## src/rtl/shift_rotate_pkg.sv

```systemverilog
package shift_rotate_pkg;

  typedef enum logic [2:0] {
    OP_ROTL  = 3'd0,
    OP_ROTR  = 3'd1,
    OP_RCYL  = 3'd2,
    OP_RCYR  = 3'd3,
    OP_SHL   = 3'd4,
    OP_SHRL  = 3'd5,
    OP_SHL2  = 3'd6,
    OP_SHRA  = 3'd7
  } sr_op_e;

  typedef struct packed {
    logic wr;
    logic fwe;
    logic cf;
    logic of;
  } sr_ctl_t;

endpackage

```

## src/rtl/sru_rotate.sv

```systemverilog
module sru_rotate
  import shift_rotate_pkg::*;
#(
  parameter int W = 16
) (
  input  logic [W-1:0]         opnd,
  input  logic [$clog2(W):0]   cnt,
  input  logic                 dir_right,
  output logic [W-1:0]         res,
  output sr_ctl_t              ctl
);
  localparam int LW = $clog2(W);

  logic [LW-1:0]  amt;
  logic [2*W-1:0] dbl, to_left, to_right;

  assign amt      = cnt[LW-1:0];
  assign dbl      = {opnd, opnd};
  assign to_left  = dbl << amt;
  assign to_right = dbl >> amt;

  always_comb begin
    res     = dir_right ? to_right[W-1:0] : to_left[2*W-1:W];
    ctl.wr  = |amt;
    ctl.fwe = (|amt) | cnt[LW];
    if (dir_right) begin
      ctl.cf = res[W-1];
      ctl.of = res[W-1] ^ res[W-2];
    end else begin
      ctl.cf = res[0];
      ctl.of = res[0] ^ res[W-1];
    end
  end
endmodule

```

## src/rtl/sru_rotc.sv

```systemverilog
module sru_rotc
  import shift_rotate_pkg::*;
#(
  parameter int W = 16
) (
  input  logic [W-1:0]         opnd,
  input  logic [$clog2(W):0]   cnt,
  input  logic                 cin,
  input  logic                 dir_right,
  output logic [W-1:0]         res,
  output sr_ctl_t              ctl
);
  localparam int LW = $clog2(W);
  localparam int VW = W + 1;

  logic [31:0]     cnt_w;
  logic [LW:0]     red;
  logic [VW-1:0]   word;
  logic [2*VW-1:0] dbl, to_left, to_right;
  logic [VW-1:0]   rot;

  assign cnt_w    = 32'(cnt);
  assign red      = (LW+1)'(cnt_w % 32'(VW));
  assign word     = {cin, opnd};
  assign dbl      = {word, word};
  assign to_left  = dbl << red;
  assign to_right = dbl >> red;
  assign rot      = dir_right ? to_right[VW-1:0] : to_left[2*VW-1:VW];

  always_comb begin
    res     = rot[W-1:0];
    ctl.wr  = |red;
    ctl.fwe = |red;
    ctl.cf  = rot[W];
    ctl.of  = dir_right ? (res[W-1] ^ res[W-2]) : (rot[W] ^ res[W-1]);
  end
endmodule

```

## src/rtl/sru_shift.sv

```systemverilog
module sru_shift
  import shift_rotate_pkg::*;
#(
  parameter int W = 16
) (
  input  logic [W-1:0]         opnd,
  input  logic [$clog2(W):0]   cnt,
  input  logic [1:0]           kind,   // 0 left, 1 logical right, 2 arithmetic right
  output logic [W-1:0]         res,
  output sr_ctl_t              ctl
);
  logic [2*W-1:0]        wide_l, wide_r;
  logic signed [2*W-1:0] wide_a;

  assign wide_l = {{W{1'b0}}, opnd} << cnt;
  assign wide_r = {opnd, {W{1'b0}}} >> cnt;
  assign wide_a = $signed({opnd, {W{1'b0}}}) >>> cnt;

  always_comb begin
    ctl.wr  = |cnt;
    ctl.fwe = |cnt;
    case (kind)
      2'd1: begin
        res    = wide_r[2*W-1:W];
        ctl.cf = wide_r[W-1];
        ctl.of = res[W-1] ^ res[W-2];
      end
      2'd2: begin
        res    = wide_a[2*W-1:W];
        ctl.cf = wide_a[W-1];
        ctl.of = 1'b0;
      end
      default: begin
        if (32'(cnt) > W) begin
          res    = '0;
          ctl.cf = 1'b0;
        end else begin
          res    = wide_l[W-1:0];
          ctl.cf = wide_l[W];
        end
        ctl.of = ctl.cf ^ res[W-1];
      end
    endcase
  end
endmodule

```

## src/rtl/shift_rotate_unit.sv

```systemverilog
module shift_rotate_unit
  import shift_rotate_pkg::*;
#(
  parameter int W     = 16,
  parameter int CNT_W = 8
) (
  input  logic [W-1:0]     operand_i,
  input  logic [CNT_W-1:0] count_i,
  input  logic [2:0]       op_i,
  input  logic             carry_i,
  output logic [W-1:0]     result_o,
  output logic             wr_en_o,
  output logic             flag_we_o,
  output logic             carry_o,
  output logic             ovf_o,
  output logic             szp_we_o,
  output logic             sign_o,
  output logic             zero_o,
  output logic             parity_o
);
  localparam int LW = $clog2(W);

  sr_op_e      op;
  logic [LW:0] cnt_m;
  logic [W-1:0] res_rot, res_rc, res_sh, res_sel;
  sr_ctl_t      ctl_rot, ctl_rc, ctl_sh, ctl_sel;
  logic [1:0]   sh_kind;
  logic         is_shift;

  assign op       = sr_op_e'(op_i);
  assign cnt_m    = count_i[LW:0];
  assign is_shift = op_i[2];
  assign sh_kind  = (op == OP_SHRL) ? 2'd1 : (op == OP_SHRA) ? 2'd2 : 2'd0;

  sru_rotate #(.W(W)) rot_i (
    .opnd(operand_i), .cnt(cnt_m), .dir_right(op_i[0]),
    .res(res_rot), .ctl(ctl_rot)
  );

  sru_rotc #(.W(W)) rotc_i (
    .opnd(operand_i), .cnt(cnt_m), .cin(carry_i), .dir_right(op_i[0]),
    .res(res_rc), .ctl(ctl_rc)
  );

  sru_shift #(.W(W)) shift_i (
    .opnd(operand_i), .cnt(cnt_m), .kind(sh_kind),
    .res(res_sh), .ctl(ctl_sh)
  );

  always_comb begin
    unique case (op)
      OP_ROTL, OP_ROTR: begin res_sel = res_rot; ctl_sel = ctl_rot; end
      OP_RCYL, OP_RCYR: begin res_sel = res_rc;  ctl_sel = ctl_rc;  end
      default:          begin res_sel = res_sh;  ctl_sel = ctl_sh;  end
    endcase
  end

  always_comb begin
    wr_en_o   = ctl_sel.wr;
    flag_we_o = ctl_sel.fwe;
    result_o  = ctl_sel.wr ? res_sel : operand_i;
    carry_o   = ctl_sel.fwe ? ctl_sel.cf : carry_i;
    ovf_o     = ctl_sel.fwe ? ctl_sel.of : 1'b0;
    szp_we_o  = is_shift & ctl_sel.wr;
    sign_o    = szp_we_o & res_sel[W-1];
    zero_o    = szp_we_o & (res_sel == '0);
    parity_o  = szp_we_o & ~(^res_sel[7:0]);
  end
endmodule

```

## config.mk

```make
export PLATFORM = sky130hd
export DESIGN_NAME = shift_rotate_unit
export DESIGN_NICKNAME = d
export VERILOG_FILES = /design/src/rtl/shift_rotate_pkg.sv /design/src/rtl/sru_rotate.sv /design/src/rtl/sru_rotc.sv /design/src/rtl/sru_shift.sv /design/src/rtl/shift_rotate_unit.sv
export SDC_FILE = /design/constraint.sdc
export NUM_CORES = 1
export LEC_CHECK = 0
export CORE_ASPECT_RATIO = 1.1
export CORE_MARGIN = 5
export CORE_UTILIZATION = 40
export DETAILED_ROUTE_END_ITERATION = 8
export PLACE_DENSITY_LB_ADDON = 0.2
export SYNTH_ARGS = -nofsm -noshare
export SYNTH_HDL_FRONTEND = slang
export SYNTH_SLANG_ARGS = --single-unit
export TNS_END_PERCENT = 1
```

## constraint.sdc

```tcl
create_clock -name vclk -period 7
set_clock_uncertainty 0.2 [all_clocks]
set_input_delay 0.7 -clock vclk [all_inputs]
set_output_delay 0.7 -clock vclk [all_outputs]
set_load 0.05 [all_outputs]
```

Word level (Yosys, flattened, before mapping). Index checks and enable logic that the tools add are counted. W data, S select, Z words.

Order comparisons: 1. Reduce and logical (&&, ||, !) cells: 9. Shift-type cells: 7. Div/mod/pow operators: 1. Bitwise logic cells: 12. $mul: 0. Add/sub/neg operators: 0. Equality and inequality tests: 7. Multiplexer cells: 17.

Operators by type and width (count): $mux W16 (4); $pmux W16 S2 (2); $shl A34 B5 Y34 (1); $shr A34 B5 Y17 (1); $mod A5 B5 Y32 const B (1); $shl A32 B4 Y32 (1); $shr A32 B4 Y16 (1); $shr A32 B5 Y32 (1); $sshr A32 B5 Y32 (1); $mux W17 (1); $shl A16 B5 Y17 (1); $logic_not A16 Y1 (1); $reduce_or A5 Y1 (2); $pmux W4 S2 (1); $reduce_xor A8 Y1 (1); $eq A3 B2 Y1 const B (2); $eq A3 B3 Y1 const B (2); $mux W2 (3); $reduce_or A2 Y1 (3); $xor A1 B1 Y1 (6); $gt A5 B5 Y1 const B (1); $mux W1 (5); $and A1 B1 Y1 (4); $pmux W2 S2 (1); 7 further kinds (7).

Input bits: 28. ROM bits: 0. Latch bits: 0. Output and inout bits: 24. Word-level logic and storage cells: 54. Memory bits (writable): 0. Bits in registers: 0. Memories kept: 0.

Depth between registers and ports, before layout. Gate-level depths: netlist of run 1.

Word-level depth: 11. Mapped depth: 24. Mapped depth without buffers: 17.

Hierarchy. Synthesis of run 1 repeated with hierarchy kept, for this count alone.

Cell total of the unflattened synthesis: 1155. Area total of the unflattened synthesis: 8508.2 um2.

Modules (own cells, without submodules): sru_rotc (instances 1, sequential area each 0.0 um2, cells an instance 534, area an instance 3681.0 um2); sru_rotate (instances 1, sequential area each 0.0 um2, cells an instance 240, area an instance 2052.0 um2); sru_shift (instances 1, sequential area each 0.0 um2, cells an instance 263, area an instance 2005.7 um2); shift_rotate_unit (instances 1, sequential area each 0.0 um2, cells an instance 118, area an instance 769.5 um2).

Least setup slack after synthesis of run 1. No wires, ideal clock.

Path type: input to output. Start point: in count_i[1]. End point: out zero_o. Data arrival time: 5.371 ns. Buffers on the path: 5. Stages: 20. Setup slack: 0.729 ns. Cell sequence: buf_2 -> clkinv_1 -> clkbuf_1 -> ha_1 -> nand2_1 -> ha_1 -> buf_6 -> or4b_4 -> a32oi_2 -> clkbuf_1 -> buf_2 -> o21ai_0 -> a31oi_1 -> nand4_1 -> a31oi_1 -> ha_1 -> nand4_1 -> a2111oi_4 -> o2111ai_1 -> nor4_2.

Cells in the longest elaborated chain, start to end: 7. Elaborated cells between the ends (all ways): 22.

RTL lines: start, declared (line shift_rotate_unit.sv:8) `input logic [CNT_W-1:0] count_i,`; branches (longest 6 deep; another with $mod A5 B5 Y32); $and A1 B1 Y1 * (line shift_rotate_unit.sv:66) `zero_o = szp_we_o & (res_sel == '0);`; end, declared (line shift_rotate_unit.sv:18) `output logic zero_o,`.

Mark *: on every way between the ends. The select of a mux whose other input is x is not followed.

Worst setup path in the final report of run 1. Ends and elaborated chain as after synthesis.

==> results.cfg, run 1 <==
[outcome]
run_status = complete, no violations

[timing]
slew_margin_rel_pct = 34.1
setup_tns_ns = 0
finalSetupViolCount = 0
unrepaired_setup_endpoints_after_global_routing = false
final_min_period_over_clock_period_pct = 90.0
clock.fmax_ghz = 0.159
maxSlewViolCount = 0
final_hold_viol_count = 0
fin_crit_ns = 6.30
worst-slew-pin-transition_ns = 0.975

[detailed_routing]
route.detailed.vias_per_inst = 7.48
wire_per_inst_um = 29.8
starting_drc_count_in_detailed_routing = 1587
wl_um = 36400
route.vias.total = 9129
detailedRoute.firstPassIterationCount = 6
drtAntennaViolNets = 0
detail_route.drc_violations = 0

[worst_setup_path]
critical-path-max-stage-delay_ns = 0.68
cp_data_required_time_ns = 6.10
cp-end-kind = output pin
critical_path.startpoint_type = input pin
criticalPathCategory = input pin to output pin
cell_repeated_most_along_the_worst_path = sky130_fd_sc_hd__buf_4
slowest_stage = sky130_fd_sc_hd__ha_2
crit_path_max_fo = 21
timing.critical_path.arrival_ns = 5.40
crit_chain = buf_2 > clkinv_1 > buf_4 > ha_2 > buf_4 > mux4_2 > a21oi_1 > nor3_1 > a311oi_1 > a211oi_1 > o32ai_1 > o21ai_0 > nand2_1 > ha_1 > nand4_1 > a2111oi_4 > o2111ai_1 > nor4_2 > buf_12

[clocking]
cts-hold-fix-buffers = 0
postCtsSetupBuffers = 0
post_cts_resized = 0

[logic_synthesis]
synth_cell_type_count = 88
postSynthCellCount = 1012
ys_top_cells_by_count = sky130_fd_sc_hd__nand2_1 (78), sky130_fd_sc_hd__nor2_1 (76), sky130_fd_sc_hd__mux4_2 (72), sky130_fd_sc_hd__clkbuf_1 (68), sky130_fd_sc_hd__a21oi_1 (61)
synthesis.area_per_instance_um2 = 7.60
syn_nets = 1048
synth_sequential_area_ratio_pct = 0
warning_count_from_the_yosys_run = 0
most_frequently_used_cell_type_in_the_post_synthesis_netlist = sky130_fd_sc_hd__nand2_1
synth.cell_area_um2 = 7690
synth_top_area_cell = sky130_fd_sc_hd__mux4_2
synthTopCellsByArea = sky130_fd_sc_hd__mux4_2 (21%), sky130_fd_sc_hd__mux2i_1 (7.5%), sky130_fd_sc_hd__mux2_2 (7.2%), sky130_fd_sc_hd__a21oi_1 (4.0%), sky130_fd_sc_hd__nand2_1 (3.8%)
synthDominantCellAreaShare_pct = 21.1

[layout]
register_area_um2 = 0
num_antenna_cells = 0
instances_no_fill = 1220
postLayoutCellArea_um2 = 8360
n_clock_buffer = 0
seq_cell_count = 0
drive_gt1_share_pct = 23.3
area_growth_syn_to_layout_pct = 8.74
filler_cells_inserted = 1938
count_of_nets_after_finishing = 1011

[grt]
maximum_number_of_pins_on_one_net_before_global_route_repair = 127
grt_antenna_before_repair = 0
globalRoute.totalOverflow = 0
grt_pass1_vias = 8228
grt_first_pass_wirelength_um = 53800
globalRouteTotalUtil_pct = 31.4

[min_path]
min-delay-path-class = input pin to output pin

[die]
die_area_um2 = 22100
fp.dieH_um = 155
floorplan.core_area_um2 = 19000
num_io_pins = 52
placement_rows = 53
floorplan.initialDensity_pct = 40.4
width_of_the_die_um = 142

[power_and_ir_drop]
total_leakage_power_nw = 2.91
ir_drop_uv = 163
cellPowerDensity_nw_per_um2 = 117

[place]
placedInstanceArea_um2 = 8360
half_perimeter_wire_length_after_detailed_placement_um = 27000
gp_congestion = 1.04
io_buffers = 49
dpl.cell_count = 1220

[run]
maxCapViolations = 0
-- power by group --
group / switching [mW] / leakage, nW / internal [mW]
combinational: 0.604 / 2.91 / 0.373
sequential: 0 / 0 / 0
clock: 0 / 0 / 0
-- final cells by class --
type / count / area, um^2 / share of cell area, %
timing repair buffer: 98 / 1050 / 12.5
inverter: 15 / 56.3 / 0.673
tap: 247 / 309 / 3.70
multi-input combinational: 860 / 6950 / 83.1
-- cells in the final DEF, fill, tap and decap left out, types with 7 or more instances in the layout --
master	Yosys	layout
sky130_fd_sc_hd__o211ai_1	28	28
sky130_fd_sc_hd__nor3_1	46	46
sky130_fd_sc_hd__o21ai_0	58	58
sky130_fd_sc_hd__buf_12	2	21
sky130_fd_sc_hd__mux2_2	49	49
sky130_fd_sc_hd__a31oi_1	19	19
sky130_fd_sc_hd__mux2i_1	58	58
sky130_fd_sc_hd__nand3_1	45	45
sky130_fd_sc_hd__o2111ai_1	7	7
sky130_fd_sc_hd__nor2b_1	8	8
sky130_fd_sc_hd__a211oi_1	24	23
sky130_fd_sc_hd__nor4_1	8	8
sky130_fd_sc_hd__clkdlybuf4s50_1	0	22
sky130_fd_sc_hd__nand2_1	78	78
sky130_fd_sc_hd__inv_1	11	11
sky130_fd_sc_hd__nor2_1	76	76
sky130_fd_sc_hd__ha_1	8	7
sky130_fd_sc_hd__nand4_1	8	8
sky130_fd_sc_hd__a22oi_1	10	10
sky130_fd_sc_hd__o22ai_1	16	16
sky130_fd_sc_hd__nand2b_1	9	9
sky130_fd_sc_hd__a311oi_1	8	8
sky130_fd_sc_hd__and2_1	8	8
sky130_fd_sc_hd__mux4_2	72	72
sky130_fd_sc_hd__o31ai_1	19	19
sky130_fd_sc_hd__buf_4	8	50
sky130_fd_sc_hd__a211o_1	8	8
sky130_fd_sc_hd__a21oi_1	61	61
-- metrics by stage --
| stage | setup slack (ns) | utilization [%] | total power [mW] | hold WS [ns] |
|---|---|---|---|---|
| after CTS | 0.827 | 43.9 | 0.948 | 2.26 |
| after global routing | 0.409 | 43.9 | 1.02 | 2.33 |
| final | 0.700 | 43.9 | 0.978 | 2.28 |
| after global placement | 0.824 | 43.9 | 0.948 | 2.27 |
| after detailed placement | 0.823 | 43.9 | 0.945 | 2.26 |
| after floorplan | 0.729 | - | 0.637 | 1.66 |
-- layer usage --
metal  share of wire, %  wire length (um)  GRT usage [%]
met3                 12              4480           7.29
met1                 41             14900           45.1
met5                  0                 0              0
met4                4.1              1480           10.0
met2                 43             15500           46.5
-- final timing paths --
kind	from	to	slack [ns]	cells after the start
hold / removal	op_i[0]	result_o[8]	2.28	6
setup / recovery	count_i[1]	zero_o	0.70	19
-- critical path, delay by kind of cell --
family,cells,cell delay (ns)
buffers and inverters,5,0.91
AO/OA/AOI/OAI,7,1.94
adder cells (fa/ha/maj),2,0.83
AND/OR/NAND/NOR,4,0.69
multiplexers,1,0.31
-- cells by family (layout without fill, tap and decap cells) --
| kind of cell | after synthesis | after routing | synth area share (%) |
|---|---|---|---|
| adders and majority gates | 8 | 8 | 1.30 |
| AOI/OAI and AO/OA | 345 | 345 | 31.4 |
| xor gates and xnor gates | 8 | 8 | 0.911 |
| buffers and inverters | 152 | 113 | 9.83 |
| and+or+nand+nor | 317 | 317 | 20.0 |
| muxes | 182 | 182 | 36.5 |
(Power assumes the default switching activity.)
==> inputs of run 2 (changes only) <==
--- a/config.mk
+++ b/config.mk
@@ -5,9 +5,12 @@
 export SDC_FILE = /design/constraint.sdc
 export NUM_CORES = 1
 export LEC_CHECK = 0
+export ABC_CLOCK_PERIOD_IN_PS = 7000
+export CELL_PAD_IN_SITES_DETAIL_PLACEMENT = 1
+export CELL_PAD_IN_SITES_GLOBAL_PLACEMENT = 2
 export CORE_ASPECT_RATIO = 1.1
 export CORE_MARGIN = 5
-export CORE_UTILIZATION = 40
+export CORE_UTILIZATION = 37
 export DETAILED_ROUTE_END_ITERATION = 8
 export PLACE_DENSITY_LB_ADDON = 0.2
 export SYNTH_ARGS = -nofsm -noshare
==> run 2 against run 1 <==
  * Sequential cell count is the same
  * Non-clock buffer count grew 13
  * Via count grew 0.22%
  * Global-route usage grew 1.1 points
  * Largest cell class unchanged
  * Highest routed layer unchanged
==> results.cfg, run 2 (same netlist as run 1, synthesis figures left out) <==
[power_and_ir_drop]
cellPowerDensity_nw_per_um2 = 119
ir_drop_uv = 61.5
total_leakage_power_nw = 2.96

[detailed_routing]
wire_per_inst_um = 32.5
detail_route.drc_violations = 0
route.detailed.vias_per_inst = 7.37
starting_drc_count_in_detailed_routing = 1145
wl_um = 40400
drtAntennaViolNets = 0
route.vias.total = 9149
detailedRoute.firstPassIterationCount = 6

[clocking]
post_cts_resized = 0
postCtsSetupBuffers = 0
cts-hold-fix-buffers = 0

[grt]
grt_first_pass_wirelength_um = 59500
grt_pass1_vias = 8605
grt_antenna_before_repair = 0
globalRouteTotalUtil_pct = 32.5
maximum_number_of_pins_on_one_net_before_global_route_repair = 113
globalRoute.totalOverflow = 0

[timing]
slew_margin_rel_pct = 20.1
worst-slew-pin-transition_ns = 1.18
fin_crit_ns = 6.43
finalSetupViolCount = 0
clock.fmax_ghz = 0.156
setup_slack_ns = 0.570
maxSlewViolCount = 0
unrepaired_setup_endpoints_after_global_routing = false
final_min_period_over_clock_period_pct = 91.9
setup_tns_ns = 0
final_hold_viol_count = 0

[layout]
final_design_utilization_pct = 41.1
drive_gt1_share_pct = 24.4
area_growth_syn_to_layout_pct = 9.68
num_antenna_cells = 0
filler_cells_inserted = 2522
count_of_nets_after_finishing = 1024
layout.cells.most_common = sky130_fd_sc_hd__nand2_1
seq_cell_count = 0
layout.cells.most_common_list = sky130_fd_sc_hd__nand2_1 (78), sky130_fd_sc_hd__nor2_1 (76), sky130_fd_sc_hd__mux4_2 (72)
n_clock_buffer = 0
instances_no_fill = 1242
postLayoutCellArea_um2 = 8430
register_area_um2 = 0

[worst_setup_path]
slowest_stage = sky130_fd_sc_hd__o31ai_1
timing.critical_path.arrival_ns = 5.53
cp-end-kind = output pin
criticalPathCategory = input pin to output pin
crit_chain = clkdlybuf4s50_1 > ha_1 > nor2_1 > a211o_2 > o31ai_1 > mux4_2 > nor2_1 > o31ai_1 > ha_1 > nand4_1 > a2111oi_4 > o2111ai_1 > nor4_2 > buf_12
critical-path-max-stage-delay_ns = 0.72
cp_data_required_time_ns = 6.10
crit_path_max_fo = 23
critical_path.startpoint_type = input pin

[die]
floorplan.initialDensity_pct = 37.5
floorplan.core_area_um2 = 20500
num_io_pins = 52
die_area_um2 = 23800
fp.dieH_um = 161
width_of_the_die_um = 147
placement_rows = 55

[outcome]
run_status = complete, no violations

[place]
gp_congestion = 0.985
io_buffers = 49
half_perimeter_wire_length_after_detailed_placement_um = 30300
dpl.cell_count = 1242
placedInstanceArea_um2 = 8430
pre_cts_slack_ns = 0.632

[min_path]
min-delay-path-class = input pin to output pin

[run]
maxCapViolations = 0
-- run 2: layout make-up --
| class | instances | area [um^2] | area share [%] |
|---|---|---|---|
| inverter | 15 | 56.3 | 0.668 |
| multi-input combinational | 860 | 6950 | 82.4 |
| tap | 256 | 320 | 3.80 |
| timing repair buffer | 111 | 1110 | 13.1 |
-- run 2: worst paths after layout --
path	start	endpoint	depth (start not counted)
max	count_i[4]	zero_o	14
min	operand_i[15]	result_o[15]	5
-- run 2: per-stage QoR --
step / hold WS [ns] / power, mW
5_1_grt: 2.17 / 1.05
3_3_place_gp: 2.14 / 0.973
2_1_floorplan: 1.66 / 0.637
6_report: 2.15 / 1.00
4_1_cts: 2.14 / 0.979
3_5_place_dp: 2.14 / 0.976
-- run 2: report_power, final --
| part | internal (mW) | total, mW | switching, mW |
|---|---|---|---|
| Combinational | 0.376 | 1.00 | 0.624 |
| Sequential | 0 | 0 | 0 |
| Clock | 0 | 0 | 0 |
-- run 2: routing by layer --
| layer | vias up | wire length [um] | global-route usage [%] |
|---|---|---|---|
| met3 | 75 | 3700 | 4.55 |
| met1 | 4607 | 17300 | 47.0 |
| met5 | - | 0 | 0 |
| li1 | 3970 | - | - |
| met2 | 497 | 18000 | 50.6 |
| met4 | 0 | 1360 | 8.98 |
-- run 2: critical path, delay by kind of cell --
kind | cells | cell delay [ns]
buf+inv | 2 | 0.77
fa+ha+maj | 2 | 0.70
mux | 1 | 0.40
compound gates | 5 | 2.31
simple gates | 4 | 0.61
